<file path="config.mk">
export PLATFORM = sky130hd
export DESIGN_NAME = window_watchdog
export DESIGN_NICKNAME = d
export VERILOG_FILES = /design/src/rtl/wwd_pkg.sv /design/src/rtl/wwd_edge.sv /design/src/rtl/wwd_period.sv /design/src/rtl/wwd_score.sv /design/src/rtl/window_watchdog.sv
export SDC_FILE = /design/constraint.sdc
export NUM_CORES = 1
export LEC_CHECK = 0
export BUFFER_PORTS_ARGS = -buffer_cell sky130_fd_sc_hd__buf_2
export CAP_MARGIN = 20
export CORE_UTILIZATION = 52
export DETAILED_ROUTE_END_ITERATION = 10
export MAX_ROUTING_LAYER = met4
export PLACE_DENSITY = 0.77
export SLEW_MARGIN = 0
export SYNTH_ARGS = -nofsm -noshare
export SYNTH_HDL_FRONTEND = slang
export SYNTH_HIERARCHICAL = 1
export SYNTH_SLANG_ARGS = --single-unit
</file>
<file path="constraint.sdc">
create_clock -name clk -period 3.05 [get_ports clk]
set_input_delay 0.61 -clock clk [delete_from_list [all_inputs] [get_ports clk]]
set_output_delay 0.61 -clock clk [all_outputs]
set_load 0.02 [all_outputs]
</file>
<file path="src/rtl/wwd_pkg.sv">
package wwd_pkg;

    // Outcome of one trigger period evaluation
    typedef enum logic [1:0] {
        GR_NONE = 2'd0,
        GR_GOOD = 2'd1,
        GR_BAD  = 2'd2
    } grade_e;

endpackage

</file>
<file path="src/rtl/wwd_edge.sv">
module wwd_edge #(
    parameter int STAGES = 2
) (
    input  logic clk,
    input  logic rst,
    input  logic tick_i,
    input  logic trig_i,
    output logic rise_o
);
    // Synchronizer chain plus one history flop for edge detection
    logic [STAGES:0] sync_d, sync_q;

    always_comb begin
        sync_d = sync_q;
        if (tick_i) begin
            sync_d = {sync_q[STAGES-1:0], trig_i};
        end
    end

    always_ff @(posedge clk) begin
        if (rst) begin
            sync_q <= '0;
        end else begin
            sync_q <= sync_d;
        end
    end

    assign rise_o = sync_q[STAGES-1] & ~sync_q[STAGES];

endmodule

</file>
<file path="src/rtl/wwd_period.sv">
module wwd_period
    import wwd_pkg::*;
#(
    parameter int CNT_W   = 8,
    parameter int WIN_LO  = 80,
    parameter int WIN_HI  = 170,
    parameter int TIMEOUT = 250
) (
    input  logic   clk,
    input  logic   rst,
    input  logic   tick_i,
    input  logic   rise_i,
    input  logic   ok_i,
    output grade_e grade_o,
    output logic   stall_o
);
    localparam logic [CNT_W-1:0] CNT_MAX = '1;
    localparam logic [CNT_W-1:0] CNT_ONE = CNT_W'(1);
    localparam logic [CNT_W-1:0] LO_FLT  = CNT_W'(WIN_LO);
    localparam logic [CNT_W-1:0] HI_FLT  = CNT_W'(WIN_HI);
    localparam logic [CNT_W-1:0] LO_OK   = CNT_W'(WIN_LO - 1);
    localparam logic [CNT_W-1:0] HI_OK   = CNT_W'(WIN_HI + 1);
    localparam logic [CNT_W-1:0] TO_LIM  = CNT_W'(TIMEOUT);

    typedef struct packed {
        logic [CNT_W-1:0] cnt;
        logic             armed;
    } per_t;

    per_t per_d, per_q;
    logic [CNT_W-1:0] win_lo, win_hi;

    always_comb begin
        per_d   = per_q;
        grade_o = GR_NONE;
        stall_o = 1'b0;
        // One-tick hysteresis: window widens on both sides in ok state
        win_lo  = ok_i ? LO_OK : LO_FLT;
        win_hi  = ok_i ? HI_OK : HI_FLT;
        if (tick_i) begin
            if (rise_i) begin
                if (per_q.armed) begin
                    grade_o = (per_q.cnt >= win_lo && per_q.cnt <= win_hi)
                              ? GR_GOOD : GR_BAD;
                end
                per_d.cnt   = CNT_ONE;
                per_d.armed = 1'b1;
            end else begin
                if (per_q.cnt != CNT_MAX) begin
                    per_d.cnt = per_q.cnt + CNT_ONE;
                end
                if (per_q.armed && per_q.cnt >= TO_LIM) begin
                    stall_o     = 1'b1;
                    per_d.armed = 1'b0;
                end
            end
        end
    end

    always_ff @(posedge clk) begin
        if (rst) begin
            per_q <= '0;
        end else begin
            per_q <= per_d;
        end
    end


    hold_chk: assert property (@(posedge clk) disable iff (rst)
        !tick_i |=> $stable(per_q.cnt));


    no_wrap_chk: assert property (@(posedge clk) disable iff (rst)
        (tick_i && !rise_i && per_q.cnt == CNT_MAX) |=> (per_q.cnt == CNT_MAX));

endmodule

</file>
<file path="src/rtl/wwd_score.sv">
module wwd_score
    import wwd_pkg::*;
#(
    parameter int SCORE_MAX = 3
) (
    input  logic   clk,
    input  logic   rst,
    input  grade_e grade_i,
    input  logic   stall_i,
    input  logic   osc_fail_i,
    output logic   ok_o
);
    localparam int SCORE_W = $clog2(SCORE_MAX + 1);
    localparam logic [SCORE_W-1:0] SC_TOP = SCORE_W'(SCORE_MAX);
    localparam logic [SCORE_W-1:0] SC_ONE = SCORE_W'(1);

    typedef struct packed {
        logic [SCORE_W-1:0] score;
        logic               ok;
    } sc_t;

    sc_t sc_d, sc_q;

    always_comb begin
        sc_d = sc_q;
        if (osc_fail_i || stall_i) begin
            sc_d.score = '0;
            sc_d.ok    = 1'b0;
        end else if (grade_i != GR_NONE) begin
            case (grade_i)
                GR_GOOD: if (sc_q.score != SC_TOP) sc_d.score = sc_q.score + SC_ONE;
                GR_BAD:  if (sc_q.score != '0)     sc_d.score = sc_q.score - SC_ONE;
                default: sc_d.score = sc_q.score;
            endcase
            if (sc_d.score == SC_TOP) begin
                sc_d.ok = 1'b1;
            end else if (sc_d.score == '0) begin
                sc_d.ok = 1'b0;
            end
        end
    end

    always_ff @(posedge clk) begin
        if (rst) begin
            sc_q <= '0;
        end else begin
            sc_q <= sc_d;
        end
    end

    assign ok_o = sc_q.ok;


    osc_clr_chk: assert property (@(posedge clk) disable iff (rst)
        osc_fail_i |=> (sc_q.score == '0 && !sc_q.ok));


    stall_clr_chk: assert property (@(posedge clk) disable iff (rst)
        stall_i |=> !ok_o);


    ok_set_chk: assert property (@(posedge clk) disable iff (rst)
        $rose(sc_q.ok) |-> (sc_q.score == SC_TOP));


    ok_clr_chk: assert property (@(posedge clk) disable iff (rst)
        $fell(sc_q.ok) |-> (sc_q.score == '0));

endmodule

</file>
<file path="src/rtl/window_watchdog.sv">
module window_watchdog
    import wwd_pkg::*;
#(
    parameter int SYNC_STAGES = 2,
    parameter int CNT_W       = 8,
    parameter int WIN_LO      = 80,
    parameter int WIN_HI      = 170,
    parameter int TIMEOUT     = 250,
    parameter int SCORE_MAX   = 3
) (
    input  logic clk,
    input  logic rst,
    input  logic tick_en,
    input  logic trig_in,
    input  logic osc_fail,
    output logic wd_ok,
    output logic en_pos,
    output logic en_neg
);
    logic   rise;
    logic   stall;
    logic   ok;
    grade_e grade;

    wwd_edge #(
        .STAGES (SYNC_STAGES)
    ) u_edge (
        .clk    (clk),
        .rst    (rst),
        .tick_i (tick_en),
        .trig_i (trig_in),
        .rise_o (rise)
    );

    wwd_period #(
        .CNT_W   (CNT_W),
        .WIN_LO  (WIN_LO),
        .WIN_HI  (WIN_HI),
        .TIMEOUT (TIMEOUT)
    ) u_period (
        .clk     (clk),
        .rst     (rst),
        .tick_i  (tick_en),
        .rise_i  (rise),
        .ok_i    (ok),
        .grade_o (grade),
        .stall_o (stall)
    );

    wwd_score #(
        .SCORE_MAX (SCORE_MAX)
    ) u_score (
        .clk        (clk),
        .rst        (rst),
        .grade_i    (grade),
        .stall_i    (stall),
        .osc_fail_i (osc_fail),
        .ok_o       (ok)
    );

    assign wd_ok  = ok;
    assign en_pos = ok;
    assign en_neg = ~ok;

endmodule

</file>
==> Word level (Yosys, flattened, before mapping) <==
Index checks and enable logic that the tools add are counted.
{ "totals": {"wordCells": 51, "input_bits": 5, "rom_bits": 0, "reg_bits": 15, "latchBits": 0, "output_inout_bits": 3, "n_memories": 0, "mem_bits_rw": 0} }
{ "op_classes": {"n_shift": 0, "add_sub_neg": 3, "mul": 0, "mux": 19, "n_lt_le_gt_ge": 3, "bitwise": 3, "n_reduce_logical": 13, "div_mod_pow": 0, "eq_ne": 5} }
{ "op_table": {"columns": ["op", "n"], "rows": [
  ["two-way mux 2 bit", 8],
  ["nonzero test 2 bit", 5],
  ["two-way mux 9 bit", 1],
  ["adder 8 x 1 -> 8 bit, second input constant", 1],
  [">= comparator 8 bit", 1],
  [">= comparator 8 bit, second input constant", 1],
  ["<= comparator 8 bit", 1],
  ["two-way mux 8 bit", 1],
  ["inequality test 8 bit, second input constant", 1],
  ["two-way mux 1 bit", 7],
  ["AND reduction 2 bit", 3],
  ["two-way mux 5 bit", 1],
  ["equality test 2 bit, second input constant", 2],
  ["case mux 2 bit (2 select lines)", 1],
  ["adder 2 x 1 -> 2 bit, second input constant", 1],
  ["equality test 2 x 1 -> 1 bit, second input constant", 1],
  ["logical AND 1 bit", 2],
  ["zero test 2 bit", 1],
  ["inequality test 2 bit, second input constant", 1],
  ["NOT 1 bit", 2],
  ["OR reduction 2 bit", 1],
  ["subtractor 2 x 1 -> 2 bit, second input constant", 1],
  ["bitwise AND 1 bit", 1],
  ["logical OR 1 bit", 1]
]} }

==> Logic depth before layout (Yosys ltp) <==
{ "depth": {"word_depth": 14, "mapped_depth": 15, "depth_no_buf": 15} }

==> By module <==
Netlist, hierarchy kept.
{ "by_module_without_submodules": {"columns": ["module", "n_inst", "area_each_um2", "cells_per_inst", "seq_area_each_um2"], "rows": [
  ["wwd_period", 1, 659.4, 83, 180.2],
  ["wwd_score", 1, 269.0, 32, 60.1],
  ["wwd_edge", 1, 107.6, 10, 60.1],
  ["window_watchdog", 1, 11.3, 2, 0.0]
]} }

==> Worst setup path after synthesis <==
Ideal clock, no wire load.
{ "synth_path": {"path_type": "register to register", "from": "register u_score.sc_q (netlist bit u_score/ok_o)", "to": "register u_score.sc_q (netlist bit u_score/ok_o)", "stages_incl_launch_ff": 15, "n_path_buf": 0, "t_required_ns": 2.931, "setup_time_ns": 0.119, "period_less_slack_ns": 3.012, "arrival_time_ns": 2.892, "path_slack_ns": 0.038, "cell_sequence": "dfxtp_1 inv_1 ha_1 o211ai_1 o21ai_0 a41oi_1 nor3_1 inv_1 ha_1 and4b_1 a31oi_2 o211ai_1 ha_1 o21ai_0 a21oi_1"} }
{ "synth_via": {"elab_chain_len": 14, "word_cells_on_any_way": 20, "cone_classes": "order compare (2); eq/ne (3); mux (10); reduce/logical (5)"} }
{ "synth_lines": {"columns": ["item", "line", "text"], "rows": [
  ["from (decl)", "wwd_score.sv:22", "sc_t sc_d, sc_q;"],
  ["from (signal assigned)", "wwd_score.sv:45", "sc_q <= '0;"],
  ["from (signal assigned)", "wwd_score.sv:47", "sc_q <= sc_d;"],
  ["two-way mux 5 bit or two-way mux 1 bit (tied branches)", "wwd_period.sv:38, wwd_period.sv:39", null],
  [">= comparator 8 bit or <= comparator 8 bit (tied branches)", "wwd_period.sv:43", "grade_o = (per_q.cnt >= win_lo && per_q.cnt <= win_hi)"],
  ["logical AND 1 bit *", "wwd_period.sv:43", null],
  ["two-way mux 2 bit *", "wwd_period.sv:44", "? GR_GOOD : GR_BAD;"],
  ["two-way mux 2 bit *", "wwd_period.sv:42", "if (per_q.armed) begin"],
  ["two-way mux 2 bit *", "wwd_period.sv:41", "if (rise_i) begin"],
  ["two-way mux 2 bit *", "wwd_period.sv:40", "if (tick_i) begin"],
  ["named net grade[0]", "window_watchdog.sv:23", "grade_e grade;"],
  ["equality test 2 bit or equality test 2 x 1 -> 1 bit (tied branches)", "wwd_score.sv:30", "case (grade_i)"],
  ["case mux 2 bit (2 select lines)", "wwd_score.sv:30", null],
  ["two-way mux 2 bit", "wwd_score.sv:29", "end else if (grade_i != GR_NONE) begin"],
  ["two-way mux 2 bit", "wwd_score.sv:26", "if (osc_fail_i || stall_i) begin"],
  ["equality test 2 bit or zero test 2 bit (tied branches)", "wwd_score.sv:35, wwd_score.sv:37", null],
  ["nonzero test 2 bit (no line)", null, null],
  ["AND reduction 2 bit (no line)", null, null]
]} }
Mark *: on every way through the listed nets, which the timed path passes. The rest lies on a longest branch. The select of a mux whose other input is x is not followed.
A chain may end at the register's enable or synchronous reset.

==> Worst setup path after layout <==
Ends and elaborated chain as after synthesis.

==> impl_metrics.toml <==
[power]
seqPwrFrac_pct = 55.4
leakagePower_nw = 0.5032
internal_power_uw = 266.6
sw_frac_of_total_pct = 26.93
power_frac_clock_pct = 33.2
pwr-share-comb_pct = 11.5
power_density_nw_per_um2 = 292.2
ir_drop_mv = 0.2817
netSwitchingPower_uw = 98.26

[final_layout]
fillers = 165
drive_gt1_share_pct = 25.69
fin_nets = 161
antenna_cells = 0
design_area_um2 = 1249
syn_to_final_growth_pct = 19.24

[timing]
final_max_slew_viol_count = 0
period_share_pct = 95.56
slew_headroom_pct = 78.10
whs_ps = 514.7
finalSetupViolations = 0
tightest_slew_ps = 325.9
fin_skew_ps = 13.83
layout_min_cycle_time_ps = 2914
fmax_mhz = 343.1
hold_viol_final = 0

[die]
start_util_pct = 58.12
rows = 15
io_pins = 8
core_area_um2 = 1802
die_w_um = 46.88
die_area_um2 = 2197
die_h_um = 46.88

[place]
gp_congestion = 0.7938
io_buffer_count = 7
place_area_um2 = 1139
dpl.hpwl_um = 1642

[synthesis]
synth_fa_ha_area_share_pct = 13.14
synth.top_cells.by_area = "dfxtp_1, ha_1, nor2_1"
syn-num-nets = 143
syn-cell-area_um2 = 1047
synth_compound_gate_area_share_pct = 20.79
synth_area_leader_cell = "dfxtp_1"
synth_top_area_share_pct = 28.67
synthXorXnorAreaFrac_pct = 0.8363
ys_types = 41
ys_warn_count = 6
synth_area_per_cell_um2 = 8.246
synth.mux.area_fraction_pct = 2.867
synth_top_family_by_area = "simple AND/OR/NAND/NOR gates"
ys_seq_elements = 15
syn_inst = 127
ys_seq_area_share_pct = 28.67
synthSimpleGateAreaFrac_pct = 27.12

[drt]
via_per_inst = 5.710
ant_nets = 0
routedWlPerCell_um = 13.75
drcViolationCount = 0
dr.first_iter.drc_count = 37
first_pass_iters = 4
num_vias = 965
routed_wirelength_um = 2324

[critical_path]
crit_arrival_ps = 3150
r2r_setup_slack_ps = 140
max_stage_delay_ps = 390
worstPathRequired_ps = 3280
worst_path_most_repeated_cell = "ha_1"
crit_fanout = 4
cp_slowest_cell = "dfxtp_4"
path_cells = "inv_2, ha_1, o211ai_1, o21ai_1, a41oi_2, nor3_2, buf_4, buf_4, ha_1, nand2b_1, a22o_2, ha_1, nor2_1, nand2_1, a21oi_1"
path_class = "flip-flop to flip-flop"
startpoint_type = "flip-flop"
cp-end-kind = "flip-flop"

[clocking]
htreeDepth = 1
cts_num_sinks = 15
cts_root_buf = "clkbuf_4"
cts_buffers = 3
insertion_delay_ps = 300
cts_tree = "built"
clk_pin_slew_ps = 110
clock_path_buffers = 2

[run]
cap_violations = 0

[global_route]
grt_antenna_before_repair = 0
grt_max_degree = 13
grt_pass1_vias = 809
grt_use_total_pct = 22.47
grt-ovfl-total = 0
grt_pass1_wl_um = 3408

[run_status]
status = "complete, no violations"

[hold_path]
hp-class = "flip-flop to flip-flop"
## per-stage QoR
step | total power [mW] | TNS (ps) | cells | setup slack (ps) | utilization, %
2_1_floorplan | 0.2311 | 0 | 127 | 38.50 | -
3_3_place_gp | 0.2438 | 0 | 162 | 165.3 | 63.19
3_5_place_dp | 0.2456 | -19.75 | 162 | -19.75 | 63.19
4_1_cts | 0.3653 | 0 | 166 | 42.78 | 65.00
5_1_grt | 0.3804 | -22.53 | 169 | -22.53 | 69.31
6_report | 0.3649 | 0 | 169 | 135.5 | 69.31
## power groups by stage
stage	Clock (mW)	Combinational (mW)	Sequential [mW]
floorplan	0	0.0225	0.209
global placement	0	0.0367	0.207
detailed placement	0	0.0382	0.207
CTS	0.124	0.0382	0.203
global route	0.132	0.0458	0.203
finish	0.121	0.0418	0.202
## critical path, delay by kind of cell, from the launching register on
kind	cells	cell delay, ps
buffers and inverters	3	330
and+or+nand+nor	4	420
DFF	1	390
AOI/OAI and AO/OA	5	890
adders and majority gates	3	830
## cells in the mapped netlist
master     instances
a221oi_1           1
o21a_1             2
nand2_1            9
a211oi_2           1
clkbuf_1           1
a21oi_1            6
o21ai_0            6
inv_1              9
nand3_1            5
nor3_1             8
and4_1             2
o2111ai_1          1
buf_4              2
buf_6              1
a21o_2             1
a41oi_1            1
nand2b_1           2
a21o_1             1
buf_2              1
or3b_1             1
nor2b_1            2
nand4b_1           1
nor2_1            12
nor3b_1            3
or3_1              2
a31oi_2            1
a22o_2             1
nor4_1             1
or2_2              1
nand4_1            2
ha_1              11
a31oi_1            1
and4b_1            2
o211ai_1           2
a2bb2oi_1          1
dfxtp_1           15
a211oi_1           2
mux2i_1            3
o211a_1            1
xor2_1             1
o21ba_1            1
## final timing paths
check | from | end | cells past startpoint
worst max-delay path | u_score/ok_o | u_score/ok_o | 15
worst min-delay path | u_edge/sync_q[0] | u_edge/sync_q[0] | 2
worst max register to register | u_score/ok_o | u_score/ok_o | 15
worst min register to register | u_edge/sync_q[0] | u_edge/sync_q[0] | 2
## logic make-up (layout without fill, tap and decap cells)
| kind of cell | after synthesis | count (layout) |
|---|---|---|
| compound gates | 30 | 30 |
| xor+xnor | 1 | 1 |
| fa+ha+maj | 11 | 11 |
| flops | 15 | 15 |
| simple gates | 53 | 53 |
| buf+inv | 14 | 31 |
| mux | 3 | 3 |
## routing by layer
metal,vias up,part of all wire [%],wire length (µm),track usage [%]
met4,0,0.65,15,11.43
met2,28,47,1103,35.00
met1,439,48,1108,28.67
li1,496,-,-,-
met3,2,4.2,97,2.308
met5,-,0,0,-
## layout make-up
cell class / count / area, µm² / area share (%)
clock buffer: 3 / 22.52 / 1.804
clock inverter: 1 / 5.005 / 0.4008
inverter: 9 / 33.78 / 2.705
multi-input combinational: 98 / 733.2 / 58.72
sequential: 15 / 305.3 / 24.45
tap: 25 / 31.28 / 2.505
timing repair buffer: 18 / 117.6 / 9.419
## registers in the layout, summed over array words and instances (netlist names)
name,flops
u_period/per_q,9
u_score/sc_q,2
u_edge/sync_q,3
u_score/ok_o,1
## cells in the final DEF, fill, tap and decap left out, drive strengths merged, types with 2 or more instances in the layout
master | netlist | final
or3 | 2 | 2
ha | 11 | 11
nor2b | 2 | 2
a211oi | 3 | 3
nand4 | 2 | 2
nor3b | 3 | 3
buf | 4 | 18
inv | 9 | 9
nor2 | 12 | 12
o211ai | 2 | 2
mux2i | 3 | 3
o21ai | 6 | 6
nand2 | 9 | 9
nor3 | 8 | 8
a31oi | 2 | 2
o21a | 2 | 2
nand2b | 2 | 2
nand3 | 5 | 5
clkbuf | 1 | 3
a21oi | 6 | 6
dfxtp | 15 | 15
and4 | 2 | 2
a21o | 2 | 2
and4b | 2 | 2
## timing repair
| action | CTS | global route |
|---|---|---|
| pin swaps | 1 | 4 |
| setup endpoints to repair | 1 | 1 |
| hold buffers | 0 | 0 |
| gates resized for setup | 1 | 12 |
| cloned | 0 | 0 |
| setup buffers | 0 | 3 |
Power figures use the tool's default switching activity.
